`src/rtl/synth_cfg_pkg.sv`:
```
package synth_cfg_pkg;

  // Extract an unsigned bit field of a given width starting at a given lsb.
  function automatic int unsigned take_field(input logic [31:0] word,
                                             input int unsigned lsb,
                                             input int unsigned width);
    logic [31:0] mask;
    mask = (width >= 32) ? 32'hFFFF_FFFF : ((32'd1 << width) - 32'd1);
    return int'((word >> lsb) & mask);
  endfunction

  // True when v lies in [base, base+count).
  function automatic logic in_window(input int unsigned v,
                                     input int unsigned base,
                                     input int unsigned count);
    return (v >= base) && (v < base + count);
  endfunction

endpackage

```
`src/rtl/synth_cfg_sync.sv`:
```
module synth_cfg_sync #(
  parameter int WIDTH = 3,
  parameter int STAGES = 2,
  parameter logic [WIDTH-1:0] RST_VAL = '1
) (
  input  logic             clk,
  input  logic             rst_n,
  input  logic [WIDTH-1:0] din,
  output logic [WIDTH-1:0] q
);
  logic [STAGES-1:0][WIDTH-1:0] pipe;

  always_ff @(posedge clk or negedge rst_n) begin
    if (!rst_n) begin
      for (int i = 0; i < STAGES; i++) pipe[i] <= RST_VAL;
    end else begin
      pipe[0] <= din;
      for (int i = 1; i < STAGES; i++) pipe[i] <= pipe[i-1];
    end
  end

  assign q = pipe[STAGES-1];
endmodule

```
`src/rtl/synth_cfg_shifter.sv`:
```
module synth_cfg_shifter #(
  parameter int FRAME_W = 24
) (
  input  logic               clk,
  input  logic               rst_n,
  input  logic               bit_in,
  input  logic               shift_en,
  input  logic               clear,
  output logic [FRAME_W-1:0] frame,
  output logic               full
);
  localparam int CNT_W = $clog2(FRAME_W + 2);
  localparam logic [CNT_W-1:0] CNT_SAT = CNT_W'(FRAME_W + 1);

  logic [CNT_W-1:0] cnt;

  always_ff @(posedge clk or negedge rst_n) begin
    if (!rst_n) begin
      frame <= '0;
      cnt   <= '0;
    end else if (clear) begin
      cnt <= '0;
    end else if (shift_en) begin
      frame <= {frame[FRAME_W-2:0], bit_in};
      if (cnt != CNT_SAT) cnt <= cnt + 1'b1;
    end
  end

  assign full = (cnt == CNT_W'(FRAME_W));
endmodule

```
`src/rtl/synth_cfg_regs.sv`:
```
module synth_cfg_regs
  import synth_cfg_pkg::*;
#(
  parameter int ADDR_W = 8,
  parameter int DATA_W = 16,
  parameter int N_W = 7,
  parameter int S_W = 4,
  parameter int F_W = 5,
  parameter int NUM_SYN = 2,
  parameter int A_SYN_BASE = 'h80,
  parameter int A_CTL = 'h84,
  parameter int POL_BIT = 8,
  parameter logic POL_RST = 1'b1
) (
  input  logic                          clk,
  input  logic                          rst_n,
  input  logic                          commit,
  input  logic [ADDR_W-1:0]             addr,
  input  logic [DATA_W-1:0]             data,
  output logic [NUM_SYN-1:0][N_W-1:0]   syn_n,
  output logic [NUM_SYN-1:0][S_W-1:0]   syn_s,
  output logic [NUM_SYN-1:0][F_W-1:0]   syn_f,
  output logic [NUM_SYN-1:0]            syn_upd,
  output logic                          pol,
  output logic                          ctl_upd,
  output logic                          addr_known
);
  localparam int S_LSB = F_W;
  localparam int N_LSB = F_W + S_W;

  logic [31:0] data_w;
  assign data_w = 32'(data);

  assign addr_known = in_window(int'(addr), A_SYN_BASE, NUM_SYN) ||
                      (int'(addr) == A_CTL);

  for (genvar k = 0; k < NUM_SYN; k++) begin : g_syn
    logic           hit;
    logic [N_W-1:0] n_q;
    logic [S_W-1:0] s_q;
    logic [F_W-1:0] f_q;
    logic           upd_q;

    assign hit = commit && (int'(addr) == A_SYN_BASE + k);

    always_ff @(posedge clk or negedge rst_n) begin
      if (!rst_n) begin
        n_q   <= '0;
        s_q   <= '0;
        f_q   <= '0;
        upd_q <= 1'b0;
      end else begin
        upd_q <= hit;
        if (hit) begin
          n_q <= N_W'(take_field(data_w, N_LSB, N_W));
          s_q <= S_W'(take_field(data_w, S_LSB, S_W));
          f_q <= F_W'(take_field(data_w, 0, F_W));
        end
      end
    end

    assign syn_n[k]   = n_q;
    assign syn_s[k]   = s_q;
    assign syn_f[k]   = f_q;
    assign syn_upd[k] = upd_q;
  end

  logic ctl_hit;
  assign ctl_hit = commit && (int'(addr) == A_CTL);

  always_ff @(posedge clk or negedge rst_n) begin
    if (!rst_n) begin
      pol     <= POL_RST;
      ctl_upd <= 1'b0;
    end else begin
      ctl_upd <= ctl_hit;
      if (ctl_hit) pol <= data[POL_BIT];
    end
  end
endmodule

```
`src/rtl/synth_cfg_port.sv`:
```
module synth_cfg_port #(
  parameter int ADDR_W = 8,
  parameter int DATA_W = 16,
  parameter int N_W = 7,
  parameter int S_W = 4,
  parameter int F_W = 5,
  parameter int SYNC_STAGES = 2,
  parameter int A_SYN_BASE = 'h80,
  parameter int A_CTL = 'h84,
  parameter int POL_BIT = 8
) (
  input  logic           clk,
  input  logic           rst_n,
  input  logic           ser_clk,
  input  logic           ser_data,
  input  logic           ser_load,
  output logic [N_W-1:0] syn1_n,
  output logic [S_W-1:0] syn1_s,
  output logic [F_W-1:0] syn1_f,
  output logic [N_W-1:0] syn2_n,
  output logic [S_W-1:0] syn2_s,
  output logic [F_W-1:0] syn2_f,
  output logic           ref_edge_rise,
  output logic           syn1_upd,
  output logic           syn2_upd,
  output logic           ctl_upd,
  output logic           frame_err
);
  localparam int FRAME_W = ADDR_W + DATA_W;
  localparam int NUM_SYN = 2;

  // Synchronized pin levels; idle-high reset avoids a spurious edge.
  logic load_s, sclk_s, data_s;
  synth_cfg_sync #(.WIDTH(3), .STAGES(SYNC_STAGES), .RST_VAL(3'b111)) u_sync (
    .clk  (clk),
    .rst_n(rst_n),
    .din  ({ser_load, ser_clk, ser_data}),
    .q    ({load_s, sclk_s, data_s})
  );

  logic sclk_d, load_d;
  always_ff @(posedge clk or negedge rst_n) begin
    if (!rst_n) begin
      sclk_d <= 1'b1;
      load_d <= 1'b1;
    end else begin
      sclk_d <= sclk_s;
      load_d <= load_s;
    end
  end

  logic sclk_rise, load_rise;
  assign sclk_rise = sclk_s & ~sclk_d;
  assign load_rise = load_s & ~load_d;

  logic [FRAME_W-1:0] frame;
  logic               frame_full;
  synth_cfg_shifter #(.FRAME_W(FRAME_W)) u_shift (
    .clk     (clk),
    .rst_n   (rst_n),
    .bit_in  (data_s),
    .shift_en(sclk_rise),
    .clear   (load_s),
    .frame   (frame),
    .full    (frame_full)
  );

  logic commit_ok, commit_bad, commit_rsv, addr_known;
  assign commit_ok  = load_rise & frame_full;
  assign commit_bad = load_rise & ~frame_full;
  assign commit_rsv = commit_ok & ~addr_known;

  logic [NUM_SYN-1:0][N_W-1:0] syn_n;
  logic [NUM_SYN-1:0][S_W-1:0] syn_s;
  logic [NUM_SYN-1:0][F_W-1:0] syn_f;
  logic [NUM_SYN-1:0]          syn_upd;

  synth_cfg_regs #(
    .ADDR_W(ADDR_W), .DATA_W(DATA_W), .N_W(N_W), .S_W(S_W), .F_W(F_W),
    .NUM_SYN(NUM_SYN), .A_SYN_BASE(A_SYN_BASE), .A_CTL(A_CTL),
    .POL_BIT(POL_BIT), .POL_RST(1'b1)
  ) u_regs (
    .clk       (clk),
    .rst_n     (rst_n),
    .commit    (commit_ok),
    .addr      (frame[FRAME_W-1 -: ADDR_W]),
    .data      (frame[DATA_W-1:0]),
    .syn_n     (syn_n),
    .syn_s     (syn_s),
    .syn_f     (syn_f),
    .syn_upd   (syn_upd),
    .pol       (ref_edge_rise),
    .ctl_upd   (ctl_upd),
    .addr_known(addr_known)
  );

  always_ff @(posedge clk or negedge rst_n) begin
    if (!rst_n) frame_err <= 1'b0;
    else if (commit_bad) frame_err <= 1'b1;
  end

  assign syn1_n   = syn_n[0];
  assign syn1_s   = syn_s[0];
  assign syn1_f   = syn_f[0];
  assign syn2_n   = syn_n[1];
  assign syn2_s   = syn_s[1];
  assign syn2_f   = syn_f[1];
  assign syn1_upd = syn_upd[0];
  assign syn2_upd = syn_upd[1];
endmodule

```
`config.mk`:
```
export PLATFORM = sky130hd
export DESIGN_NAME = synth_cfg_port
export DESIGN_NICKNAME = d
export VERILOG_FILES = /design/src/rtl/synth_cfg_pkg.sv /design/src/rtl/synth_cfg_sync.sv /design/src/rtl/synth_cfg_shifter.sv /design/src/rtl/synth_cfg_regs.sv /design/src/rtl/synth_cfg_port.sv
export SDC_FILE = /design/constraint.sdc
export NUM_CORES = 1
export LEC_CHECK = 0
export BUFFER_PORTS_ARGS = -buffer_cell sky130_fd_sc_hd__buf_2
export CORE_UTILIZATION = 30
export CTS_BUF_LIST = sky130_fd_sc_hd__clkbuf_16
export CTS_CLUSTER_SIZE = 40
export DETAILED_ROUTE_END_ITERATION = 7
export GPL_TIMING_DRIVEN = 0
export SLEW_MARGIN = 20
export SYNTH_ARGS = -nofsm -noshare
export SYNTH_HDL_FRONTEND = slang
export SYNTH_SLANG_ARGS = --single-unit
```
`constraint.sdc`:
```
create_clock -name clk -period 3.35 [get_ports clk]
set_clock_uncertainty 0.2 [all_clocks]
set_input_delay 0.67 -clock clk [delete_from_list [all_inputs] [get_ports clk]]
set_output_delay 0.67 -clock clk [all_outputs]
set_load 0.01 [all_outputs]
```
# Word-level counts from Yosys, hierarchy flattened
# Cells that the tools add are included.
# totals
reg_bits,74
in_bits,5
word_cells,41
# classes
n_addsub,1
n_eq_ne,5
mux,3
bitwise_logic,8
reduce_logical,7
# op_table
op,count
$eq 8x8->1 const B,3
$mux 5,3
$add 5x1->5 const B,1
$eq 5x5->1 const B,1
$ne 5x5->1 const B,1
$and 1x1->1,4
$not 1->1,4
$reduce_and 2->1,2
$reduce_bool 2->1,2
$logic_and 1x1->1,3

# Depth between registers and ports, before layout
# depth
word_depth,4
depth_mapped,6
mapped_depth_nobuf,5

# By module
# From an unflattened synthesis, not the netlist that was laid out.
# unflattened
hier_cells,181
hier_area_um2,3042.9
# by_module_without_submodules
mod,instances,cells_each,area_per_inst_um2
synth_cfg_regs,1,84,1457.6
synth_cfg_shifter,1,81,1297.5
synth_cfg_sync,1,9,180.2
synth_cfg_port,1,7,107.6

# Least setup slack after synthesis
# Ideal clock, no wire load.
# synth_timing
path_type,flip-flop to flip-flop
start,reg u_sync.pipe (netlist bit u_sync.q[2])
end,reg u_regs.g_syn[0].f_q[0]
setup_ns,0.125
arrival_time_ns,1.597
required_time_ns,3.025
setup_slack_ns,1.428
path_stages_with_launch,6
path_buffers,2
cell_sequence,dfstp_2 buf_4 nor3b_4 nand4_4 buf_6 mux2_4
# synth_via
elab_chain_len,3
# synth_lines
element,line,rtl
"start, declared",synth_cfg_sync.sv:11,logic [STAGES-1:0][WIDTH-1:0] pipe;
$and 1x1->1,synth_cfg_port.sv:54,assign load_rise = load_s & ~load_d;
$and 1x1->1,synth_cfg_port.sv:69,assign commit_ok = load_rise & frame_full;
$logic_and 1x1->1,synth_cfg_regs.sv:44,assign hit = commit && (int'(addr) == A_SYN_BASE + k);
"end signal, assigned",synth_cfg_regs.sv:57,"f_q <= F_W'(take_field(data_w, 0, F_W));"
"end, declared",synth_cfg_regs.sv:41,logic [F_W-1:0] f_q;
# Every way passes these cells.
# A chain may end at the register's enable or synchronous reset.

# Worst setup path in the final report
# layout_timing
start,reg u_shift.cnt[0]
end,reg u_regs.g_syn[0].f_q[3]
# layout_via
elab_chain_len,3
# layout_lines
element,line,rtl
"start, declared",synth_cfg_shifter.sv:15,logic [CNT_W-1:0] cnt;
"start signal, assigned",synth_cfg_shifter.sv:25,if (cnt != CNT_SAT) cnt <= cnt + 1'b1;
$eq 5x5->1,synth_cfg_shifter.sv:29,assign full = (cnt == CNT_W'(FRAME_W));
$and 1x1->1,synth_cfg_port.sv:69,
$logic_and 1x1->1,synth_cfg_regs.sv:44,
# Every way passes these cells.

==> key figures <==
Status
  – Status: finished clean

Detailed routing
  – Via count: 1589
  – Final wirelength: 5170 microns
  – Routed wire length per instance: 14.2 microns
  – Drt initial violations: 28
  – Via density: 4.38
  – Drt drc: 0
  – TritonRoute pass-1 iters: 3
  – ANT nets after route: 0

Timing
  – Count of final max-slew check failures: 0
  – Fmax: 0.464 GHz
  – Min Tclk post-route: 2.16 ns
  – Relative slew margins: 0.680
  – RSZ-0062 raised after global routing: no
  – Final hold slack: 0.0739 ns
  – Final hold vios: 0
  – Setup_tns: 0 ns
  – Worst-margin pin slew: 0.478 ns
  – Fin crit share: 0.643
  – Setup violations, final: 0

Floorplan
  – I/O pins: 42
  – Initial Util: 0.313
  – # rows: 35
  – Core footprint: 0.00937 sq mm
  – Die area: 0.0102 sq mm
  – Die Wd: 101 microns
  – Die Ht: 101 microns

Worst setup path
  – Cell count of the worst reg-to-reg path: 6
  – Worst path required time: 3.36 ns
  – Crit Path Category: flip-flop to flip-flop
  – Type of origin of the critical path: flip-flop
  – Worst setup path start: u_shift.cnt[0]
  – Maximum fanout along the worst path: 10
  – Reg-to-Reg End: u_regs.g_syn[0].f_q[3]
  – Slowest-stage cell, CP: dfrtp_1
  – CP max stage delay: 0.42 ns
  – Reg-to-Reg Start: u_shift.cnt[0]
  – CP endpoint kind: flip-flop
  – Worst EP arrival: 2.16 ns
  – Cells along the critical path: inv_1 -> ha_1 -> and4b_1 -> nand4_4 -> buf_6 -> mux2_4
  – R2R Setup Slk: 1.19 ns

Pwr
  – Pwr dens: 571 mW/mm^2
  – Max IR drop VDD: 0.281 mV
  – Total power: 2.08 mW
  – Static Leakage: 1.87 nW

Clock network
  – Total CTS buffers: 9
  – Setup bufs post-CTS: 0
  – Cts repair resizes: 0
  – Clock Path Buffers: 2
  – Clock root buffer: clkbuf_16
  – Clk sinks: 74
  – Worst-path clk slew: 0.05 ns
  – CTS tree: yes
  – CTS H-tree depth: 3
  – Hold Buf Count CTS: 0
  – Latest clock arrival within the worst-skew pair: 0.33 ns

Synth
  – Cell area after synthesis: 0.00294 sq mm
  – Yosys reg bits: 74
  – Synth Net Count: 185
  – Avg Inst Size Synth: 16.6 sq um
  – Sequential fraction of the synthesis area: 0.634
  – Post-Synthesis Cells: 177
  – Synthesis Warnings: 0
  – Unique masters post-synth: 28

Finish
  – # fillers: 915
  – Synthesis-to-layout area growth: 24.0%
  – Register area: 0.00186 sq mm
  – Share of layout cells above drive strength 1: 0.564
  – Diodes inserted: 0
  – Final nets: 238
  – Most common cell after layout, fill and taps aside: dfrtp_1
  – Multi-input gate area: 0.00102 sq mm
  – Commonest cells after routing, fill and taps aside: 65 x dfrtp_1, 42 x buf_2, 39 x mux2_2

GRT
  – Gr usage total: 0.114
  – Gr ovfl total: 0
  – Initial antenna violation count: 0
  – Largest net degree at the start of global routing: 46
  – First-pass GRT wire length: 8510 microns
  – Vias in the first global route: 1593

Min path
  – Hold Crit Class: input port to async pin

Placement
  – Hpwl dp: 3410 microns
  – Port Buf Inserts: 41
  – Final GP Congestion: 0.674

Run
  – Number of max-cap violations: 0
[cells in the mapped netlist (all sizes together)]
cell / count / share of area
ha: 3 / 0.013
nor4b: 1 / 0.0051
nor2: 1 / 0.0013
nor4bb: 1 / 0.0034
or3: 2 / 0.0043
mux2: 57 / 0.24
nand4: 2 / 0.014
nand2: 2 / 0.0026
nand3b: 1 / 0.0026
inv: 4 / 0.0051
nand3: 3 / 0.0051
nor3b: 1 / 0.0064
o21bai: 1 / 0.0026
dfstp: 9 / 0.080
and4b: 2 / 0.0068
a21oi: 5 / 0.0085
and4bb: 1 / 0.0043
and4: 1 / 0.0030
nand2b: 2 / 0.0043
nand4b: 2 / 0.0060
buf: 5 / 0.014
nor3: 1 / 0.0034
nor2b: 1 / 0.0021
o21ai: 4 / 0.0068
dfrtp: 65 / 0.55
[worst max path at each step]
stage | cells after the start | slack [ns] | to
after CTS | 4 | 1.16 | u_shift.frame[16]
final | 6 | 1.19 | u_regs.g_syn[0].f_q[3]
after detailed placement | 6 | 1.20 | u_regs.g_syn[1].n_q[5]
after global routing | 4 | 1.08 | u_shift.frame[16]
after global placement | 1 | 0.97 | u_shift.cnt[1]
after floorplan | 5 | 1.43 | u_regs.g_syn[0].f_q[0]
[flip-flops by register name, summed over array words and instances (netlist names), 2 cells and up]
signal / count
u_regs.g_syn.s_q: 8
u_shift.frame: 24
u_sync.q: 3
u_regs.g_syn.upd_q: 2
u_shift.cnt: 5
u_regs.g_syn.n_q: 14
u_regs.g_syn.f_q: 10
u_sync.pipe: 3
[area by class of cell]
class	instances	area share
clock inverters	6	0.0227
well taps	129	0.0443
plain buffers	5	0.0110
clock buffers	9	0.0618
inverters	4	0.00412
multi-input cells	94	0.280
repair buffers	42	0.0646
flip-flops and latches	74	0.512
[metrics by stage]
stage / util / cells / setup slack, ns / area [sq um]
floorplan: - / 177 / 1.43 / 2940
global placement: 0.353 / 347 / 0.967 / 3300
detailed placement: 0.356 / 348 / 1.20 / 3330
CTS: 0.389 / 363 / 1.16 / 3640
global route: 0.389 / 363 / 1.08 / 3640
finish: 0.389 / 363 / 1.19 / 3640
[per-layer routing]
layer,up-vias,global-route usage,part of all wire
met4,0,0.0535,0.018
met1,812,0.147,0.47
met2,31,0.169,0.48
met5,-,0,0
li1,736,-,-
met3,10,0.0416,0.039
[cell families (layout without fill, tap and decap cells)]
| logic type | after synthesis | count (layout) | synth area share |
|---|---|---|---|
| adders and majority gates | 3 | 3 | 0.0128 |
| muxes | 57 | 57 | 0.241 |
| DFF | 74 | 74 | 0.634 |
| and+or+nand+nor | 24 | 24 | 0.0750 |
| buffers and inverters | 9 | 66 | 0.0187 |
| AOI/OAI and AO/OA | 10 | 10 | 0.0179 |
[power breakdown]
part | internal (mW) | total, mW | switching (mW)
combinational | 0.0507 | 0.0893 | 0.0385
sequential | 0.951 | 1.00 | 0.0537
clock | 0.642 | 0.986 | 0.345
total | 1.64 | 2.08 | 0.437
[critical path: cells and delay by family (launching register included)]
family	cells	cell delay [ns]
buffers and inverters	2	0.34
adder cells (fa/ha/maj)	1	0.14
multiplexers	1	0.31
flip-flops	1	0.42
AND/OR/NAND/NOR	2	0.62
No activity file was read; power rests on OpenSTA's default activity.
